`config.mk`:
```
export PLATFORM = sky130hd
export DESIGN_NAME = asid_tlb
export DESIGN_NICKNAME = d
export VERILOG_FILES = /design/src/rtl/asid_tlb.sv
export SDC_FILE = /design/constraint.sdc
export NUM_CORES = 1
export LEC_CHECK = 0
export BUFFER_PORTS_ARGS = -buffer_cell sky130_fd_sc_hd__buf_2
export CAP_MARGIN = 20
export CELL_PAD_IN_SITES_DETAIL_PLACEMENT = 1
export CELL_PAD_IN_SITES_GLOBAL_PLACEMENT = 2
export CORE_MARGIN = 2
export CORE_UTILIZATION = 40
export CTS_CLUSTER_SIZE = 40
export DETAILED_ROUTE_END_ITERATION = 7
export PLACE_DENSITY_LB_ADDON = 0.1
export SYNTH_ARGS = -nofsm -noshare
export SYNTH_HDL_FRONTEND = slang
export SYNTH_SLANG_ARGS = --single-unit
```
`constraint.sdc`:
```
create_clock -name clk -period 11.3 [get_ports clk]
set_input_delay 2.825 -clock clk [delete_from_list [all_inputs] [get_ports clk]]
set_output_delay 2.825 -clock clk [all_outputs]
set_load 0.02 [all_outputs]
```
`src/rtl/asid_tlb.sv`:
```
module asid_tlb #(
  parameter int VA_W    = 8,
  parameter int OFF_W   = 5,
  parameter int ASID_W  = 2,
  parameter int PFN_W   = 3,
  parameter int ENTRIES = 4
) (
  input  logic                  clk,
  input  logic                  rst_n,
  input  logic                  req_valid,
  input  logic [ASID_W-1:0]     req_asid,
  input  logic [VA_W-1:0]       req_vaddr,
  output logic                  rsp_valid,
  output logic                  rsp_hit,
  output logic [PFN_W+OFF_W-1:0] rsp_paddr,
  output logic                  miss_valid,
  input  logic                  miss_ready,
  output logic [ASID_W-1:0]     miss_asid,
  output logic [VA_W-OFF_W-1:0] miss_vpn,
  input  logic                  fill_valid,
  output logic                  fill_ready,
  input  logic [ASID_W-1:0]     fill_asid,
  input  logic [VA_W-OFF_W-1:0] fill_vpn,
  input  logic [PFN_W-1:0]      fill_pfn,
  input  logic                  flush_all,
  input  logic                  flush_asid_en,
  input  logic [ASID_W-1:0]     flush_asid,
  input  logic                  inval_en,
  input  logic [ASID_W-1:0]     inval_asid,
  input  logic [VA_W-OFF_W-1:0] inval_vpn
);
  localparam int VPN_W = VA_W - OFF_W;
  localparam int IDX_W = (ENTRIES > 1) ? $clog2(ENTRIES) : 1;
  localparam logic [IDX_W-1:0] OLDEST = IDX_W'(ENTRIES - 1);

  logic [ENTRIES-1:0] ent_valid;
  logic [VPN_W-1:0]   ent_vpn  [ENTRIES];
  logic [ASID_W-1:0]  ent_asid [ENTRIES];
  logic [PFN_W-1:0]   ent_pfn  [ENTRIES];
  logic [IDX_W-1:0]   ent_age  [ENTRIES];

  logic [VPN_W-1:0]   look_vpn;
  logic [ENTRIES-1:0] look_vec, fill_vec, clr_vec, free_vec, old_vec;
  logic [IDX_W-1:0]   look_idx, fill_idx, touch_idx;
  logic               look_any, fill_fire, touch_en;

  assign look_vpn   = req_vaddr[VA_W-1:OFF_W];
  assign look_any   = |look_vec;
  assign fill_ready = !(req_valid || flush_all || flush_asid_en || inval_en);
  assign fill_fire  = fill_valid && fill_ready;
  assign touch_en   = fill_fire || (req_valid && look_any);
  assign touch_idx  = fill_fire ? fill_idx : look_idx;

  always_comb begin
    look_idx = '0;
    fill_idx = '0;
    for (int i = 0; i < ENTRIES; i++) begin
      look_vec[i] = ent_valid[i] && ent_vpn[i] == look_vpn && ent_asid[i] == req_asid;
      fill_vec[i] = ent_valid[i] && ent_vpn[i] == fill_vpn && ent_asid[i] == fill_asid;
      clr_vec[i]  = (flush_asid_en && ent_asid[i] == flush_asid) ||
                    (inval_en && ent_vpn[i] == inval_vpn && ent_asid[i] == inval_asid);
      free_vec[i] = !ent_valid[i];
      old_vec[i]  = ent_age[i] == OLDEST;
    end
    for (int i = ENTRIES - 1; i >= 0; i--)
      if (look_vec[i]) look_idx = IDX_W'(i);
    if (|fill_vec) begin
      for (int i = ENTRIES - 1; i >= 0; i--)
        if (fill_vec[i]) fill_idx = IDX_W'(i);
    end else if (|free_vec) begin
      for (int i = ENTRIES - 1; i >= 0; i--)
        if (free_vec[i]) fill_idx = IDX_W'(i);
    end else begin
      for (int i = ENTRIES - 1; i >= 0; i--)
        if (old_vec[i]) fill_idx = IDX_W'(i);
    end
  end

  always_ff @(posedge clk) begin
    if (!rst_n) begin
      rsp_valid  <= 1'b0;
      rsp_hit    <= 1'b0;
      rsp_paddr  <= '0;
      miss_valid <= 1'b0;
      miss_asid  <= '0;
      miss_vpn   <= '0;
      ent_valid  <= '0;
      for (int i = 0; i < ENTRIES; i++) begin
        ent_vpn[i]  <= '0;
        ent_asid[i] <= '0;
        ent_pfn[i]  <= '0;
        ent_age[i]  <= IDX_W'(i);
      end
    end else begin
      rsp_valid <= req_valid;
      rsp_hit   <= req_valid && look_any;
      rsp_paddr <= look_any ? {ent_pfn[look_idx], req_vaddr[OFF_W-1:0]} : '0;
      if (miss_valid && miss_ready) begin
        miss_valid <= 1'b0;
      end else if (!miss_valid && req_valid && !look_any) begin
        miss_valid <= 1'b1;
        miss_asid  <= req_asid;
        miss_vpn   <= look_vpn;
      end
      if (flush_all) ent_valid <= '0;
      else ent_valid <= ent_valid & ~clr_vec;
      if (fill_fire) begin
        ent_valid[fill_idx] <= 1'b1;
        ent_vpn[fill_idx]   <= fill_vpn;
        ent_asid[fill_idx]  <= fill_asid;
        ent_pfn[fill_idx]   <= fill_pfn;
      end
      if (touch_en)
        for (int i = 0; i < ENTRIES; i++)
          if (IDX_W'(i) == touch_idx) ent_age[i] <= '0;
          else if (ent_age[i] < ent_age[touch_idx]) ent_age[i] <= ent_age[i] + 1'b1;
    end
  end


  single_match_chk: assert property (@(posedge clk) disable iff (!rst_n) $onehot0(look_vec));

  one_oldest_chk: assert property (@(posedge clk) disable iff (!rst_n) $onehot(old_vec));

  flush_empty_chk: assert property (@(posedge clk) disable iff (!rst_n) flush_all |=> !look_any);

  miss_hold_chk: assert property (@(posedge clk) disable iff (!rst_n)
    miss_valid && !miss_ready |=> miss_valid && $stable(miss_vpn) && $stable(miss_asid));

  miss_cause_chk: assert property (@(posedge clk) disable iff (!rst_n)
    $rose(miss_valid) |-> rsp_valid && !rsp_hit);

  offset_pass_chk: assert property (@(posedge clk) disable iff (!rst_n)
    req_valid |=> rsp_valid && (!rsp_hit || rsp_paddr[OFF_W-1:0] == $past(req_vaddr[OFF_W-1:0])));

  fill_block_chk: assert property (@(posedge clk) disable iff (!rst_n)
    (flush_all || inval_en || flush_asid_en || req_valid) |-> !fill_ready);
endmodule

```
== Word-level counts from Yosys, hierarchy flattened ==
Memories as Yosys holds them, arrays and structs flattened. A register that Yosys moved wholly into a read port is not among the register bits.
Cells that the tools add are included.

* Add/subtract/negate cells: 4
* Multipliers: 0
* Div/mod/pow operators: 0
* $lt $le $gt $ge: 6
* Equal/unequal tests: 35
* Shift-type cells: 0
* Mux-type cells: 81
* Bitwise gates (word level): 13
* Reduce and logical (&&, ||, !) cells: 60

{| class="wikitable"
|+ Operators by type and width
! kind !! number
|-
| $mux W2 || 31
|-
| $mux W1 || 44
|-
| $eq A3 B3 Y1 || 12
|-
| $logic_and A1 B1 Y1 || 34
|-
| $eq A2 B2 Y1 || 16
|-
| $mux W4 || 3
|-
| $reduce_or A4 Y1 || 3
|-
| $add A2 B1 Y2 const B || 4
|-
| $eq A2 B2 Y1 const B || 4
|-
| $logic_not A1 Y1 || 8
|-
| $logic_or A1 B1 Y1 || 8
|-
| $lt A2 B2 Y1 || 4
|-
| $or A1 B1 Y1 || 8
|-
| $mux W3 || 2
|-
| $reduce_or A3 Y1 || 2
|-
| $and A4 B4 Y4 || 1
|-
| $eq A2 B2 Y1 const A || 2
|-
| $not A4 Y4 || 1
|-
| $or A4 B4 Y4 || 1
|-
| $reduce_and A2 Y1 || 2
|-
| $reduce_or A2 Y1 || 2
|-
| $lt A2 B3 Y1 const B || 1
|-
| $demux W1 S2 || 1
|-
| $eq A1 B2 Y1 const A || 1
|-
| other kinds (3) || 4
|}

* Register bits: 20
* Bits in latches: 0
* Bits in writable memories: 40
* ROM bits: 0
* Output and inout bits: 17
* Memories: 4

{| class="wikitable"
|+ Memory list
! name !! words !! bits a word !! rd ports !! clocked after Yosys merged registers in !! write ports !! line !! text
|-
| ent_pfn || 4 || 3 || 1 || 1 || 4 || 39 || <nowiki>logic [PFN_W-1:0] ent_pfn [ENTRIES];</nowiki>
|-
| ent_vpn || 4 || 3 || 4 || 0 || 4 || 37 || <nowiki>logic [VPN_W-1:0] ent_vpn [ENTRIES];</nowiki>
|-
| ent_age || 4 || 2 || 5 || 0 || 4 || 40 || <nowiki>logic [IDX_W-1:0] ent_age [ENTRIES];</nowiki>
|-
| ent_asid || 4 || 2 || 4 || 0 || 4 || 38 || <nowiki>logic [ASID_W-1:0] ent_asid [ENTRIES];</nowiki>
|}

== Depth between registers and ports, before layout ==
Gate-level depths: netlist of the first run.
An unclocked memory read counts as a cell.

* Depth in word-level cells: 17
* Mapped depth: 12
* Depth with buffers taken out: 10

== Least setup slack after synthesis of the first run ==
No wires, ideal clock.

* Kind: input to output
* From: in flush_asid_en
* To: out fill_ready
* Arrival: 3655 ps
* Setup slack: 4820 ps
* Stages: 1
* Buffers on the path: 0
* Cell sequence: nor4_1

* Cells in the longest elaborated chain, start to end: 3

{| class="wikitable"
|+ RTL lines
! element !! line !! text
|-
| from (decl) || 26 || <nowiki>input logic flush_asid_en,</nowiki>
|-
| $logic_or A1 B1 Y1 (2 in a row) || 49 || <nowiki>assign fill_ready = !(req_valid || flush_all || flush_asid_en || inval_en);</nowiki>
|-
| $logic_not A1 Y1 || 49 ||
|-
| to (decl) || 21 || <nowiki>output logic fill_ready,</nowiki>
|}

No other way between the ends.

== Final worst setup path of the first run ==
Same ends and word-level chain as after synthesis.

==> metrics.txt, run 1 <==
status=complete, no violations; final wirelength=10.1 mm; Core Box Area=just over 0.009 mm2; die height=around 100 um; Pins Over Slew Limit=0; Clock Tree Buf Depth=2; Post-synth EDFFs=40; RSZ-0062 raised after global routing=no; Post-CTS Setup Bufs=0; critical path required time=between 8 and 9 ns; Fin Clk Skew=0.0119 ns; vias in the first global route=between 2000 and 3000; Setup TNS=0 ns; CTS tree=done; Final period util=59.4%; Min-Delay Path Class=flip-flop to flip-flop; Post-DRT Antenna Nets=0; Avg Inst Size Synth=10.6 um2; Final Setup Violations=0; pin slew with the least headroom to its limit=between 0.7 and 0.8 ns; FP Rows=35; fmax=~150 MHz; reg2reg end=ent_age[1][0]; Syn Nets=386; post-cts resize count=0; maximum vdd drop=~73 uV; hold_buf cts=0; synthesized area=0.00371 mm2; share of layout cells above drive strength 1=about a fifth; Startpoint Class=input port; r2r startpoint=ent_asid[1][0]; LEAKAGE=1.74 nW; register area share after synthesis=43.2%; CTS sink count=60; largest net degree at the start of global routing=26; Crit Path Max Fanout=5; Max Cap Viol=0; grt ovf=0; routed len/inst=19.8 um; Top Ports=50; Remaining DRCs=0; DIE AREA=0.0101 mm2; Synth Register Bits=60; cells after synthesis=roughly 350; first-pass GRT wire length=around 16 mm; minimum clock period after layout=6.71 ns; PortBufs=just under 50; Slew headroom=a little over half; dpl hpwl=7.66 mm; via/cell ratio=between 5 and 6; number of distinct library cells after synthesis=58; Iteration-0 DRC Markers=80; Final Hold Viols=0; GRT Util Overall=a little over a fifth; crit path kind=input port to output port; vias post-DR=around 2800; WP data arrival=3.89 ns; H-tree Lvls=3; area grow syn2layout=13.8%; Worst setup endpoint=fill_ready; Post-synth ARST share=0%; root buf cell=clkbuf_8; yosys warns=0; initial antenna violation count=0; routability cong.=0.835; initial core utilization=between 40% and 50%; Design Power=~0.5 mW; CTS Buf Count=9; die width=100 um; Pwr Density=122 mW/mm2; diode count=0; Most used DFF post-synth=edfxtp_1; DRT Pass-1 Iters=4; worst-case reg-to-reg path depth=8; flop-to-flop setup slack=7.48 ns; Worst Setup SP=flush_asid_en; Worst-Skew Late Latency=approximately 0.34 ns; Nets=429; Reg clk slew, reported paths=0.07 ns; Critical Path End Type=output port
-- cell usage in the layout, fill, tap and decap left out, drive strengths merged, types with 5 or more instances in the layout --
master / netlist / routed
and2: 29 / 29
xor2: 42 / 42
edfxtp: 40 / 40
dfxtp: 20 / 20
o21ai: 6 / 6
xnor2: 26 / 26
and3: 18 / 18
inv: 11 / 11
nand2b: 5 / 5
mux2i: 12 / 12
a211oi: 6 / 6
nor4: 14 / 14
buf: 13 / 53
nand3: 17 / 17
a21oi: 7 / 7
clkbuf: 8 / 11
nand2: 10 / 10
nor2: 14 / 14
-- layout make-up --
cell class	count	area, um2
clock buffer	11	163
clock inverter	5	57.6
fill	1044	4890
inverter	11	41.3
multi-input combinational	257	1940
sequential	60	1600
tap	111	139
timing repair buffer	53	275
-- worst max-delay path, cell delays in order --
cell	delay, ns
buf_2	0.13
nor4_1	0.64
buf_2	0.29
-- worst min-delay path by stage --
stage	from	to	slack (ns)	cells after the start
floorplan	ent_valid[0]	ent_valid[0]	0.50	2
global placement	miss_valid	miss_valid	0.47	2
detailed placement	miss_valid	miss_valid	0.47	2
CTS	miss_valid	miss_valid	0.48	2
global route	miss_valid	miss_valid	0.50	2
finish	miss_valid	miss_valid	0.48	2
-- kinds of logic after synthesis --
logic type | count (synthesis) | share of synthesized area, %
flip-flops | 60 | 43.2
multiplexers | 16 | 5.67
adder cells (fa/ha/maj) | 5 | 1.65
XOR/XNOR | 68 | 16.1
buffers and inverters | 32 | 4.42
AO/OA/AOI/OAI | 40 | 8.23
AND/OR/NAND/NOR | 128 | 20.8
-- metrics by stage --
| step | utilization (%) | std cells | area (um2) | setup WS (ns) | hold WS, ns |
|---|---|---|---|---|---|
| finish | 46.3 | 508 | 4220 | 4.59 | 0.480 |
| global route | 46.3 | 508 | 4220 | 4.51 | 0.501 |
| CTS | 46.3 | 508 | 4220 | 4.55 | 0.482 |
| detailed placement | 43.9 | 492 | 4000 | 4.55 | 0.470 |
| global placement | 43.9 | 492 | 4000 | 4.54 | 0.468 |
| floorplan | - | 349 | 3710 | 4.82 | 0.504 |
-- flip-flops by register name, summed over array words and instances, names as in the netlist --
signal      flops
ent_vpn        12
rsp_hit         1
ent_valid       4
ent_pfn        12
ent_asid        8
ent_age         8
miss_valid      1
miss_vpn        3
miss_asid       2
rsp_paddr       8
rsp_valid       1
-- report_power, final --
part / total (mW) / switching (mW) / internal (mW)
sequential: 0.246 / 0.00662 / 0.239
combinational: 0.0521 / 0.0308 / 0.0213
clock: 0.217 / 0.0961 / 0.121
-- synth_stat cells, drive strengths merged, types with 4 or more instances --
library cell | count | area (um2)
and2 | 29 | 181
a211oi | 6 | 50.1
mux2i | 12 | 120
clkbuf | 8 | 30.0
xnor2 | 26 | 228
o21ai | 6 | 30.0
buf | 13 | 92.6
ha | 4 | 50.1
dfxtp | 20 | 400
nand2b | 5 | 31.3
inv | 11 | 41.3
a21oi | 7 | 46.3
edfxtp | 40 | 1200
xor2 | 42 | 368
nand2 | 10 | 37.5
nand3 | 17 | 85.1
nor4 | 14 | 113
o311ai | 4 | 35.0
and3 | 18 | 114
nor2 | 14 | 55.1
-- routing by layer --
metal | track usage [%] | vias up | part of all wire (%)
met1 | 28.4 | 1413 | 48
met3 | 3.90 | 17 | 3.0
met5 | 0 | - | 0
met4 | 7.90 | 0 | 2.3
met2 | 33.9 | 50 | 47
li1 | - | 1347 | -
Power figures use the tool's default switching activity.
==> inputs of run 2 (changes only) <==
CORE_UTILIZATION = 38   (was 40)
clock period = 6.5 ns   (was 11.3 ns; I/O delays follow)
==> run 2 against run 1 <==
Net effect: design area grew 0.33%; critical path depth increased by 6; die area is 5.0% higher; global-route usage shrank 0.83 points; largest cell class unchanged.
==> metrics.txt, run 2 (same netlist as run 1, synthesis figures left out) <==
status=complete, no violations (unchanged); slowest CP cell=mux4_2 (was nor4_1); Reg clk slew, reported paths=0.08 ns (was 0.07 ns); Final Setup Violations=0 (unchanged); Crit Path Max Fanout=13 (was 5); Nets=429 (unchanged); GRT Util Overall=20.3% (was 21.1%); die height=103 um (was 100 um); Highest Signal Layer=met4 (unchanged); routed len/inst=19.0 um (was 19.8 um); initial core utilization=38.5% (was 40.7%); WP data arrival=4.67 ns (was 3.89 ns); initial antenna violation count=0 (unchanged); largest net degree at the start of global routing=26 (unchanged); Startpoint Class=input port (unchanged); Hold Path Depth=2 (unchanged); Worst Setup SP=fill_vpn[0] (was flush_asid_en); commonest non-fill, non-tap cell in the layout=buf_2 (unchanged); DIE AREA=0.0106 mm2 (was 0.0101 mm2); Clock Tree Buf Depth=2 (unchanged); CP dominant cell by count=nand3_1 (was buf_2); grt ovf=0 (unchanged); critical path required time=6.56 ns (was 8.48 ns); Final period util=70.9%; Worst path max stage delay=0.72 ns (was 0.64 ns); Hold Path Sink=miss_valid (unchanged); Post-CTS Setup Bufs=0 (unchanged); CTS Buf Count=9 (unchanged); area grow syn2layout=14.2% (was 13.8%); diode count=0 (unchanged); worst-case reg-to-reg path depth=9 (was 8); via/cell ratio=5.29 (was 5.56); vias post-DR=2806 (was 2827); Core Box Area=0.00964 mm2 (was 0.00911 mm2); Worst-Skew Late Latency=0.35 ns (was 0.34 ns); minimum clock period after layout=4.61 ns; Max Cap Viol=0 (unchanged); placed insts=514 (was 492); CTS tree=done (unchanged); FP Rows=36 (was 35); r2r startpoint=ent_age[2][0] (was ent_asid[1][0]); Slew headroom=59.5% (was 52.1%); final wirelength=10.1 mm (about the same); Hold Path Origin=miss_valid (unchanged); fmax=~220 MHz; Critical Path End Type=flip-flop (was output port); DRT Pass-1 Iters=4 (unchanged); vias in the first global route=2791 (was 2944); pin slew with the least headroom to its limit=0.606 ns (was 0.712 ns); H-tree Lvls=3 (unchanged); root buf cell=clkbuf_8 (unchanged); met3 routed WL=370 um (was 302 um); Top Ports=50 (unchanged); Layout fillers=1105 (was 1044); Remaining DRCs=0 (unchanged); cell chain of the critical path=buf_2 > xor2_1 > nor4_2 > nand3_1 > a211oi_2 > a22o_1 > mux4_2 > or4_1 > nand3_1 (was buf_2 > nor4_1 > buf_2); Pwr Density=204 mW/mm2 (was 122 mW/mm2); Min-Delay Path Class=flip-flop to flip-flop (unchanged); Setup TNS=0 ns (unchanged); hold_buf cts=0 (unchanged); first-pass GRT wire length=15.6 mm (was 15.9 mm); Final Hold Viols=0 (unchanged); share of layout cells above drive strength 1=20.7% (unchanged); Regs by FF count=ent_pfn (12), ent_vpn (12) (unchanged); post-cts resize count=0 (unchanged); crit path kind=input port to flip-flop (was input port to output port); RSZ-0062 raised after global routing=no (unchanged); flop-to-flop setup slack=2.79 ns (was 7.48 ns); CTS sink count=60 (unchanged); Fin Clk Skew=0.0102 ns (was 0.0119 ns); final core occ=43.9% (was 46.3%); die width=103 um (was 100 um); final cell count without fillers=530 (was 508); LEAKAGE=1.74 nW (about the same); maximum vdd drop=96.3 uV (was 72.8 uV); dpl hpwl=7.62 mm (was 7.66 mm); PortBufs=49 (unchanged); commonest cells after routing, fill and taps aside=49 x buf_2, 42 x xor2_1, 40 x edfxtp_1 (unchanged); routability cong.=0.837 (was 0.835); reg2reg end=ent_age[1][1] (was ent_age[1][0]); wl on met1=4.88 mm (was 4.82 mm); Iteration-0 DRC Markers=85 (was 80); wire length on met2=4.67 mm (was 4.71 mm); CP top delay family=simple AND/OR/NAND/NOR gates (unchanged); worst path bufs/invs=1 (was 2); Pins Over Slew Limit=0 (unchanged); Post-DRT Antenna Nets=0 (unchanged)
[run 2: changes by cell type in the layout (fill, tap and decap cells not counted), sizes merged]
cell	change
clkinv	+2
bufinv	-1
clkinvlp	-2
clkbuf	+1
[run 2: how the worst max path moves through the flow]
stage / to / cells past startpoint
after floorplan: ent_age[1][0] / 8
after global placement: ent_age[1][0] / 8
after detailed placement: ent_age[1][0] / 9
after CTS: ent_age[1][0] / 9
after global routing: ent_age[1][1] / 8
final: ent_age[1][1] / 9
[run 2: layer usage]
metal | vias up | GRT usage [%]
li1 | 1345 | -
met1 | 1388 | 28.8
met2 | 59 | 31.5
met3 | 14 | 3.05
met4 | 0 | 7.49
met5 | - | 0
[run 2: area by class of cell]
| type | count | area [um2] | area share (%) |
|---|---|---|---|
| Multi-Input combinational cell | 257 | 1940 | 45.9 |
| Tap cell | 133 | 166 | 3.93 |
| Inverter | 11 | 41.3 | 0.975 |
| Sequential cell | 60 | 1600 | 37.8 |
| Clock inverter | 4 | 30.0 | 0.709 |
| Timing Repair Buffer | 53 | 275 | 6.50 |
| Clock buffer | 12 | 176 | 4.17 |
[run 2: report_power, final]
| part | switching, mW | leakage [nW] | internal (mW) | total, mW |
|---|---|---|---|---|
| combinational | 0.0540 | 1.07 | 0.0370 | 0.0910 |
| clock | 0.163 | 0.104 | 0.183 | 0.346 |
| sequential | 0.0116 | 0.567 | 0.416 | 0.428 |
| total | 0.228 | 1.74 | 0.636 | 0.865 |
[run 2: worst register-to-register path, delay by kind of cell, from the launching register on]
| family | cells | cell delay [ns] |
|---|---|---|
| adders and majority gates | 1 | 0.28 |
| AOI/OAI and AO/OA | 3 | 0.90 |
| and+or+nand+nor | 4 | 1.02 |
| muxes | 1 | 0.72 |
| DFF | 1 | 0.52 |
[run 2: through the flow]
| step | cell area (um2) | setup WS [ns] | hold slack, ns | total power [mW] |
|---|---|---|---|---|
| detailed placement | 4030 | 1.52 | 0.482 | 0.528 |
| global route | 4240 | 1.68 | 0.511 | 0.898 |
| CTS | 4240 | 1.88 | 0.494 | 0.873 |
| global placement | 4030 | 1.56 | 0.467 | 0.525 |
| floorplan | 3710 | 1.80 | 0.504 | 0.496 |
| finish | 4240 | 1.89 | 0.491 | 0.865 |
